## src/rtl/dbgmem_pkg.sv

```systemverilog
package dbgmem_pkg;

    typedef enum logic [3:0] {
        RG_NONE,
        RG_JUMP,
        RG_MB_HALT,
        RG_MB_GOING,
        RG_MB_RESUME,
        RG_MB_EXC,
        RG_ABS,
        RG_PROG,
        RG_DATA,
        RG_FLAGS,
        RG_ROM
    } region_e;

    localparam logic [2:0] ERR_EXC     = 3'd3;
    localparam int         ABS_WORDS   = 2;
    localparam int         FLAG_GO_B   = 0;
    localparam int         FLAG_RES_B  = 1;

    // jal x0, off : imm[20|10:1|11|19:12] rd opcode
    function automatic logic [31:0] jal_x0(input int off);
        logic [20:0] imm;
        imm = off[20:0];
        return {imm[20], imm[10:1], imm[11], imm[19:12], 5'd0, 7'b1101111};
    endfunction

endpackage

```

## src/rtl/dbgmem_decode.sv

```systemverilog
module dbgmem_decode
    import dbgmem_pkg::*;
#(
    parameter int AW         = 10,
    parameter int JUMP_WADDR = 64,
    parameter int ABS_WADDR  = 192,
    parameter int PB_WORDS   = 4,
    parameter int DATA_WADDR = 208,
    parameter int DATA_WORDS = 2,
    parameter int FLAG_WADDR = 256,
    parameter int FLAG_WORDS = 1,
    parameter int ROM_WADDR  = 512,
    parameter int ROM_WORDS  = 8
) (
    input  logic [AW-1:0] addr,
    input  logic          write,
    output region_e       region,
    output logic [AW-1:0] offset,
    output logic          legal
);
    localparam int PB_WADDR = ABS_WADDR + ABS_WORDS;

    int a;

    always_comb begin
        a      = int'(addr);
        region = RG_NONE;
        offset = '0;
        if (a == JUMP_WADDR) begin
            region = RG_JUMP;
        end else if (a == JUMP_WADDR + 1) begin
            region = RG_MB_HALT;
        end else if (a == JUMP_WADDR + 2) begin
            region = RG_MB_GOING;
        end else if (a == JUMP_WADDR + 3) begin
            region = RG_MB_RESUME;
        end else if (a == JUMP_WADDR + 4) begin
            region = RG_MB_EXC;
        end else if (a >= ABS_WADDR && a < PB_WADDR) begin
            region = RG_ABS;
            offset = AW'(a - ABS_WADDR);
        end else if (a >= PB_WADDR && a < PB_WADDR + PB_WORDS) begin
            region = RG_PROG;
            offset = AW'(a - PB_WADDR);
        end else if (a >= DATA_WADDR && a < DATA_WADDR + DATA_WORDS) begin
            region = RG_DATA;
            offset = AW'(a - DATA_WADDR);
        end else if (a >= FLAG_WADDR && a < FLAG_WADDR + FLAG_WORDS) begin
            region = RG_FLAGS;
            offset = AW'(a - FLAG_WADDR);
        end else if (a >= ROM_WADDR && a < ROM_WADDR + ROM_WORDS) begin
            region = RG_ROM;
            offset = AW'(a - ROM_WADDR);
        end
    end

    always_comb begin
        if (write) begin
            legal = (region == RG_MB_HALT) || (region == RG_MB_GOING) ||
                    (region == RG_MB_RESUME) || (region == RG_MB_EXC) ||
                    (region == RG_DATA);
        end else begin
            legal = (region == RG_JUMP) || (region == RG_ABS) ||
                    (region == RG_PROG) || (region == RG_DATA) ||
                    (region == RG_FLAGS) || (region == RG_ROM);
        end
    end

endmodule

```

## src/rtl/dbgmem_flags.sv

```systemverilog
module dbgmem_flags
    import dbgmem_pkg::*;
#(
    parameter int NHARTS = 4,
    localparam int HW    = (NHARTS > 1) ? $clog2(NHARTS) : 1
) (
    input  logic              clk,
    input  logic              rst_n,
    input  logic              ev_halt,
    input  logic              ev_going,
    input  logic              ev_resume,
    input  logic              ev_exc,
    input  logic [HW-1:0]     ev_id,
    input  logic [HW-1:0]     sel,
    input  logic              host_go,
    input  logic              host_resume,
    input  logic              host_err_clr,
    output logic [NHARTS-1:0] go_o,
    output logic [NHARTS-1:0] res_o,
    output logic [NHARTS-1:0] halted_o,
    output logic [NHARTS-1:0] ack_o,
    output logic              busy_o,
    output logic [2:0]        err_o
);
    typedef struct packed {
        logic [NHARTS-1:0] go;
        logic [NHARTS-1:0] res;
        logic [NHARTS-1:0] halted;
        logic [NHARTS-1:0] ack;
        logic              busy;
        logic [2:0]        err;
    } flag_st_t;

    flag_st_t st_d, st_q;

    always_comb begin
        st_d = st_q;
        // host-side updates first; hart events below override them
        if (host_go) begin
            st_d.go[sel] = 1'b1;
            st_d.busy    = 1'b1;
        end
        if (host_resume) begin
            st_d.res[sel] = 1'b1;
            st_d.ack[sel] = 1'b0;
        end
        if (host_err_clr) begin
            st_d.err = '0;
        end
        if (ev_halt) begin
            st_d.halted[ev_id] = 1'b1;
            if (ev_id == sel && !st_q.go[ev_id]) begin
                st_d.busy = 1'b0;
            end
        end
        if (ev_going) begin
            st_d.go[sel] = 1'b0;
        end
        if (ev_resume) begin
            st_d.halted[ev_id] = 1'b0;
            st_d.ack[ev_id]    = 1'b1;
            st_d.res[ev_id]    = 1'b0;
        end
        if (ev_exc && st_q.err == '0) begin
            st_d.err = ERR_EXC;
        end
    end

    always_ff @(posedge clk or negedge rst_n) begin
        if (!rst_n) begin
            st_q <= '0;
        end else begin
            st_q <= st_d;
        end
    end

    assign go_o     = st_q.go;
    assign res_o    = st_q.res;
    assign halted_o = st_q.halted;
    assign ack_o    = st_q.ack;
    assign busy_o   = st_q.busy;
    assign err_o    = st_q.err;

    assert_halt_marks_R3: assert property (@(posedge clk) disable iff (!rst_n)
        ev_halt |=> halted_o[$past(ev_id)]);

    assert_halt_unbusy_R3: assert property (@(posedge clk) disable iff (!rst_n)
        (ev_halt && ev_id == sel && !go_o[ev_id]) |=> !busy_o);

    assert_going_clears_R4: assert property (@(posedge clk) disable iff (!rst_n)
        ev_going |=> !go_o[$past(sel)]);

    assert_resume_ack_R5: assert property (@(posedge clk) disable iff (!rst_n)
        ev_resume |=> (ack_o[$past(ev_id)] && !halted_o[$past(ev_id)] && !res_o[$past(ev_id)]));

    assert_exc_sets_R6: assert property (@(posedge clk) disable iff (!rst_n)
        (ev_exc && err_o == '0) |=> (err_o == ERR_EXC));

    assert_err_holds_R6: assert property (@(posedge clk) disable iff (!rst_n)
        (err_o != '0 && !host_err_clr) |=> $stable(err_o));

endmodule

```

## src/rtl/dbgmem_store.sv

```systemverilog
module dbgmem_store #(
    parameter int DATA_WORDS = 2,
    parameter int PB_WORDS   = 4,
    localparam int DIW       = (DATA_WORDS > 1) ? $clog2(DATA_WORDS) : 1,
    localparam int PIW       = (PB_WORDS > 1) ? $clog2(PB_WORDS) : 1
) (
    input  logic                        clk,
    input  logic                        rst_n,
    input  logic                        hart_we,
    input  logic [DIW-1:0]              hart_idx,
    input  logic [31:0]                 hart_wdata,
    input  logic                        host_data_we,
    input  logic [DIW-1:0]              host_data_idx,
    input  logic [31:0]                 host_data_wdata,
    input  logic                        host_pb_we,
    input  logic [PIW-1:0]              host_pb_idx,
    input  logic [31:0]                 host_pb_wdata,
    output logic [DATA_WORDS-1:0][31:0] data_o,
    output logic [PB_WORDS-1:0][31:0]   pb_o
);
    typedef struct packed {
        logic [DATA_WORDS-1:0][31:0] data;
        logic [PB_WORDS-1:0][31:0]   pb;
    } store_st_t;

    store_st_t st_d, st_q;

    always_comb begin
        st_d = st_q;
        if (host_pb_we) begin
            st_d.pb[host_pb_idx] = host_pb_wdata;
        end
        if (host_data_we) begin
            st_d.data[host_data_idx] = host_data_wdata;
        end
        // hart write applied last so it wins on a shared index
        if (hart_we) begin
            st_d.data[hart_idx] = hart_wdata;
        end
    end

    always_ff @(posedge clk or negedge rst_n) begin
        if (!rst_n) begin
            st_q <= '0;
        end else begin
            st_q <= st_d;
        end
    end

    assign data_o = st_q.data;
    assign pb_o   = st_q.pb;

    assert_hart_data_wins_R9: assert property (@(posedge clk) disable iff (!rst_n)
        hart_we |=> (data_o[$past(hart_idx)] == $past(hart_wdata)));

endmodule

```

## src/rtl/dbgmem_window.sv

```systemverilog
module dbgmem_window
    import dbgmem_pkg::*;
#(
    parameter int          NHARTS     = 4,
    parameter int          DATA_WORDS = 2,
    parameter int          PB_WORDS   = 4,
    parameter int          ROM_WORDS  = 8,
    parameter int          AW         = 10,
    parameter logic [31:0] ROM_SEED   = 32'hD0B0_0000,
    parameter int          JUMP_WADDR = 64,
    parameter int          ABS_WADDR  = 192,
    parameter int          DATA_WADDR = 208,
    parameter int          FLAG_WADDR = 256,
    parameter int          ROM_WADDR  = 512,
    localparam int         HW         = (NHARTS > 1) ? $clog2(NHARTS) : 1,
    localparam int         DIW        = (DATA_WORDS > 1) ? $clog2(DATA_WORDS) : 1,
    localparam int         PIW        = (PB_WORDS > 1) ? $clog2(PB_WORDS) : 1
) (
    input  logic              clk,
    input  logic              rst_n,
    input  logic              req_valid,
    input  logic              req_write,
    input  logic [AW-1:0]     req_addr,
    input  logic [31:0]       req_wdata,
    input  logic [HW-1:0]     req_hart,
    output logic              rsp_valid,
    output logic [31:0]       rsp_rdata,
    output logic              rsp_err,
    input  logic [HW-1:0]     host_sel,
    input  logic              host_go,
    input  logic              host_resume,
    input  logic              host_err_clr,
    input  logic              host_data_we,
    input  logic [DIW-1:0]    host_data_idx,
    input  logic [31:0]       host_data_wdata,
    output logic [31:0]       host_data_rdata,
    input  logic              host_pb_we,
    input  logic [PIW-1:0]    host_pb_idx,
    input  logic [31:0]       host_pb_wdata,
    input  logic [31:0]       abs_insn0,
    input  logic [31:0]       abs_insn1,
    output logic              busy,
    output logic [2:0]        err_code,
    output logic [NHARTS-1:0] halted,
    output logic [NHARTS-1:0] resume_ack
);
    localparam int          FLAG_WORDS = (NHARTS + 3) / 4;
    localparam logic [31:0] JUMP_WORD  = jal_x0((ABS_WADDR - JUMP_WADDR) * 4);

    typedef struct packed {
        logic        valid;
        logic        err;
        logic [31:0] rdata;
    } rsp_st_t;

    rsp_st_t rsp_d, rsp_q;

    region_e       region;
    logic [AW-1:0] offset;
    logic          legal;
    logic          acc_ok;
    logic          wr_ok;
    logic [NHARTS-1:0]           go_v, res_v;
    logic [DATA_WORDS-1:0][31:0] data_v;
    logic [PB_WORDS-1:0][31:0]   pb_v;
    int                          h;

    dbgmem_decode #(
        .AW(AW), .JUMP_WADDR(JUMP_WADDR), .ABS_WADDR(ABS_WADDR), .PB_WORDS(PB_WORDS),
        .DATA_WADDR(DATA_WADDR), .DATA_WORDS(DATA_WORDS), .FLAG_WADDR(FLAG_WADDR),
        .FLAG_WORDS(FLAG_WORDS), .ROM_WADDR(ROM_WADDR), .ROM_WORDS(ROM_WORDS)
    ) u_decode (
        .addr   (req_addr),
        .write  (req_write),
        .region (region),
        .offset (offset),
        .legal  (legal)
    );

    assign acc_ok = req_valid && legal;
    assign wr_ok  = acc_ok && req_write;

    dbgmem_flags #(.NHARTS(NHARTS)) u_flags (
        .clk          (clk),
        .rst_n        (rst_n),
        .ev_halt      (wr_ok && region == RG_MB_HALT),
        .ev_going     (wr_ok && region == RG_MB_GOING),
        .ev_resume    (wr_ok && region == RG_MB_RESUME),
        .ev_exc       (wr_ok && region == RG_MB_EXC),
        .ev_id        (req_hart),
        .sel          (host_sel),
        .host_go      (host_go),
        .host_resume  (host_resume),
        .host_err_clr (host_err_clr),
        .go_o         (go_v),
        .res_o        (res_v),
        .halted_o     (halted),
        .ack_o        (resume_ack),
        .busy_o       (busy),
        .err_o        (err_code)
    );

    dbgmem_store #(.DATA_WORDS(DATA_WORDS), .PB_WORDS(PB_WORDS)) u_store (
        .clk             (clk),
        .rst_n           (rst_n),
        .hart_we         (wr_ok && region == RG_DATA),
        .hart_idx        (offset[DIW-1:0]),
        .hart_wdata      (req_wdata),
        .host_data_we    (host_data_we),
        .host_data_idx   (host_data_idx),
        .host_data_wdata (host_data_wdata),
        .host_pb_we      (host_pb_we),
        .host_pb_idx     (host_pb_idx),
        .host_pb_wdata   (host_pb_wdata),
        .data_o          (data_v),
        .pb_o            (pb_v)
    );

    assign host_data_rdata = data_v[host_data_idx];

    always_comb begin
        rsp_d       = '0;
        rsp_d.valid = req_valid;
        h           = 0;
        if (req_valid && !legal) begin
            rsp_d.err = 1'b1;
        end else if (acc_ok && !req_write) begin
            unique case (region)
                RG_JUMP:  rsp_d.rdata = JUMP_WORD;
                RG_ABS:   rsp_d.rdata = offset[0] ? abs_insn1 : abs_insn0;
                RG_PROG:  rsp_d.rdata = pb_v[offset[PIW-1:0]];
                RG_DATA:  rsp_d.rdata = data_v[offset[DIW-1:0]];
                RG_FLAGS: begin
                    for (int b = 0; b < 4; b++) begin
                        h = int'(offset) * 4 + b;
                        if (h < NHARTS) begin
                            rsp_d.rdata[8*b + FLAG_GO_B]  = go_v[h[HW-1:0]];
                            rsp_d.rdata[8*b + FLAG_RES_B] = res_v[h[HW-1:0]];
                        end
                    end
                end
                RG_ROM:   rsp_d.rdata = ROM_SEED | 32'(offset);
                default:  rsp_d.rdata = '0;
            endcase
        end
    end

    always_ff @(posedge clk or negedge rst_n) begin
        if (!rst_n) begin
            rsp_q <= '0;
        end else begin
            rsp_q <= rsp_d;
        end
    end

    assign rsp_valid = rsp_q.valid;
    assign rsp_err   = rsp_q.err;
    assign rsp_rdata = rsp_q.rdata;

    assert_jump_read_R2: assert property (@(posedge clk) disable iff (!rst_n)
        (req_valid && !req_write && int'(req_addr) == JUMP_WADDR) |=>
        (rsp_valid && !rsp_err && rsp_rdata == JUMP_WORD));

    assert_rsp_follows_R2: assert property (@(posedge clk) disable iff (!rst_n)
        rsp_valid |-> $past(req_valid));

    assert_err_zero_data_R12: assert property (@(posedge clk) disable iff (!rst_n)
        rsp_err |-> (rsp_valid && rsp_rdata == '0));

    assert_bad_keeps_flags_R12: assert property (@(posedge clk) disable iff (!rst_n)
        (req_valid && !legal && !host_go && !host_resume && !host_err_clr) |=>
        ($stable(halted) && $stable(resume_ack) && $stable(busy) && $stable(err_code)));

endmodule

```

## config.mk

```make
export PLATFORM = sky130hd
export DESIGN_NAME = dbgmem_window
export DESIGN_NICKNAME = d
export VERILOG_FILES = /design/src/rtl/dbgmem_pkg.sv /design/src/rtl/dbgmem_decode.sv /design/src/rtl/dbgmem_flags.sv /design/src/rtl/dbgmem_store.sv /design/src/rtl/dbgmem_window.sv
export SDC_FILE = /design/constraint.sdc
export NUM_CORES = 1
export LEC_CHECK = 0
export BUFFER_PORTS_ARGS = -buffer_cell sky130_fd_sc_hd__clkbuf_2
export CORE_UTILIZATION = 56
export DETAILED_ROUTE_END_ITERATION = 16
export GPL_ROUTABILITY_DRIVEN = 1
export PLACE_DENSITY = 0.81
export SLEW_MARGIN = 40
export SYNTH_ARGS = -nofsm -noshare
export SYNTH_HDL_FRONTEND = slang
export SYNTH_SLANG_ARGS = --single-unit
```

## constraint.sdc

```tcl
create_clock -name clk -period 2.1 [get_ports clk]
set_clock_uncertainty 0.05 [all_clocks]
set_input_delay 0.42 -clock clk [delete_from_list [all_inputs] [get_ports clk]]
set_output_delay 0.42 -clock clk [all_outputs]
set_load 0.05 [all_outputs]
```

==> implementation parameters <==
Parameter                              Value

Final layout
  Synthesis-to-finish area growth    43.08%
  Post-layout util    82.26%
  Number of nets in the final layout    1830
  Design Area, Final    0.01874 mm2
  Filler Cell Count    1234
  Fraction of layout instances using a drive strength above 1    52.48%

Outcome
  Result of the run    complete, but fails checks
  Violated checks    setup timing

Clock tree
  Root buffer cell    clkbuf_16
  CTS tree    done
  Clock slew at reported path FFs    about 0.070 ns
  Clock net sink count    244
  Clock buffer depth    3
  Number of clock buffers inserted by TritonCTS    26
  Insertion delay to the later sink of the worst-skew pair    0.56 ns
  Depth of the CTS H-tree    1

Power
  Power Density    779.6 mW/mm2
  Total power after layout    14.61 mW
  Peak supply drop    0.8317 mV
  P_leak    9.026 nW

Placed design
  Weighted congestion reported at the end of routability-driven placement    0.9950
  Detailed Place HPWL    30700 um
  Post-Place Setup Slack    -1.415 ns
  Placed standard-cell area    0.01616 mm2
  Number of buffers added on ports    between 200 and 300

Worst setup path
  Max FO, Critical Path    5
  Critical Path Sink Type    register
  Most prevalent standard cell on the critical path    buf_6
  Crit path cell chain    buf_8, inv_8, ha_4, or4bb_4, a221oi_2, buf_4, a221oi_4, o211a_1, nor3_4, buf_6, buf_6, clkbuf_16, buf_6, nand4_1, a21oi_2, a2111oi_4, o22ai_1
  Slowest Stage Delay on Critical Path    between 0.5 and 0.6 ns
  Required time of the critical path    2.48 ns
  Sort of element at the start of the critical path    input pin
  Arrival time worst endpoint    between 3 and 4 ns
  Crit path max-delay cell type    or4bb_4
  Worst Setup Path Type    in2reg

Drt
  Count of vias placed by the detailed router    between 10000 and 15000
  Wire length per cell    25.42 um
  Drt first-iter violations    1309
  DRC violation count after routing    0
  Length of the first detailed-routing pass in iterations    6
  Detailed Route WL    49970 um
  Average vias per placed instance    6.461
  Post-detailed-route count of antenna-violating nets    0

Timing
  Least-Margin Pin Slew    0.5845 ns
  Setup repair after global routing missed its margin    true
  Final critical path time including I/O delays and setup    slightly above 3 ns
  Max Clock Freq    roughly 330 MHz
  Final hold viol count    0
  Final Slew Violations    0
  Total of endpoints with negative setup slack in the final report    just under 100
  Final worst setup slack    -0.9479 ns
  Min Hold Slack    0.03580 ns
  Worst slew margin    61.03%
  Final worst-path cycle share    145.1%

Synthesis
  Number of flip-flops and latches in the synthesized netlist    244
  Proportion of netlist area held by the largest area contributor    46.63%
  Post-Synth Simple-Gate Area    8.857%
  Synthesized net count    roughly 1400
  Ys Warns    0
  Synth Area in Adders    1.147%
  Complex-gate fraction of the synthesized area    12.37%
  Most used DFF post-synth    dfrtp_1
  Synth Area in XOR/XNOR    0.2675%
  Number of enable flip-flop cells after synthesis    0
  Combinational family with the most area after synthesis    multiplexers
  Sequential area share after synthesis    a little under half
  Most numerous cell in the Yosys netlist    dfrtp_1
  Summed instance area of the synthesized netlist    approximately 0.013 mm2
  Number of distinct library cell variants in the gate-level netlist after synthesis    64
  Count of mapped cells out of synthesis    1204
  Top cells by area, synth    dfrtp_1, mux2_2, mux2i_1
  Cell taking the most area after synthesis    dfrtp_1
  Post-Syn Area per Cell    10.88 um2
  Proportion of synthesized flip-flops having asynchronous set or reset    100.0%
  Synth top cells by count    dfrtp_1, mux2i_1, mux2_2, nand2_1, o21ai_0
  Fraction of synthesized area in multiplexers    27.17%

Floorplan
  Area of the die    0.02400 mm2
  Y dimension of the die    154.9 um
  Placeable core region    approximately 0.023 mm2
  Site row count    55
  Die width    approximately 150 um
  Number of top-level pins    roughly 260
  Starting utilization of the core area    57.49%

Job
  Number of max-cap violations    0

Hold path
  HP Class    in2reg

Global route
  Number of antenna violations at the first check in global routing    1
  Total grt overflow    0
  Maximum number of pins on one net before global-route repair    65
  Via count of the first global-routing pass    ~13000
  GR Util All Layers    39.47%
  Global-route wire length before repair    71690 um
## metal layers
metal  track usage, %  wire length (um)
met5                0                 0
met4            21.17              3358
met3            6.936              4757
met2            64.18             23330
met1            50.54             18520
## worst paths after layout
kind / slack [ns] / endpoint / from / cells past startpoint
min in group asynchronous: 0.36 / u_store.data_o[6] / rst_n / 2
worst max-delay path: -0.95 / rsp_rdata[1] / req_addr[5] / 17
max in group asynchronous: 0.98 / u_store.data_o[24] / rst_n / 3
worst min register to register: 0.44 / u_flags.ack_o[3] / u_flags.ack_o[3] / 1
worst max register to register: 0.50 / rsp_rdata[1] / u_store.data_o[1] / 4
worst min-delay path: 0.04 / u_store.data_o[54] / req_wdata[22] / 3
## layout by cell type (no fill, tap or decap), types with 13 or more instances in the layout
master     count
o21ai_1       39
nor2_1        38
o21ai_2       37
nand2_1       91
buf_4        144
buf_6         21
clkbuf_16     28
buf_12        33
nand2_2       36
mux2_2       163
a21oi_1       32
mux2i_1      155
a31oi_1       18
inv_1         13
dfrtp_1      244
o22ai_1       32
clkbuf_2     257
## sequential cells by signal, summed over array words and instances (netlist names), named ones only
| name | cells |
|---|---|
| u_store.pb_o | 128 |
| u_store.data_o | 64 |
| rsp_rdata | 32 |
| u_flags.ack_o | 4 |
| u_flags.go_o | 4 |
| u_flags.res_o | 4 |
| rsp_err | 1 |
| rsp_valid | 1 |
| u_flags.busy_o | 1 |
| u_flags.err_o | 1 |
| u_flags.halted_o | 1 |
## critical path, delay by kind of cell
kind	cells	cell delay, ns
adders and majority gates	1	0.13
and+or+nand+nor	3	0.88
AOI/OAI and AO/OA	6	1.11
buffers and inverters	7	0.88
## where the power goes
group	total [mW]	internal [mW]	switching, mW
sequential	5.90	5.37	0.524
clock	5.09	3.00	2.10
combinational	3.62	1.65	1.96
## layout make-up
cell class | instances | area, um2 | area share [%]
flip-flops and latches | 244 | 6106 | 32.59
clock inverters | 20 | 279.0 | 1.489
well taps | 313 | 391.6 | 2.090
multi-input cells | 860 | 7382 | 39.40
clock buffers | 28 | 678.2 | 3.619
diodes | 1 | 2.502 | 0.01336
repair buffers | 481 | 3810 | 20.33
inverters | 19 | 87.58 | 0.4674
## per-stage QoR
step	std cells	TNS, ns
after detailed placement	1872	-119.87
after floorplan	1204	-83.30
after CTS	1960	-50.42
final	1966	-57.09
after global placement	1872	-116.80
after global routing	1965	-64.31
## cells by family after synthesis
logic type | Yosys count
AOI/OAI and AO/OA | 255
xor gates and xnor gates | 4
adders and majority gates | 12
buffers and inverters | 100
DFF | 244
muxes | 335
other | 1
and+or+nand+nor | 253
## what timing repair did
item                                    4_1_cts  5_1_grt
setup buffers                                25       11
hold buffers                                  1        0
pin swaps                                    84       50
endpoints found under the setup margin      110      110
gates resized for setup                     208      118
gates cloned                                 15        2
hold endpoints to repair                     57        0
Note: power is estimated with default switching activity, not from simulation.
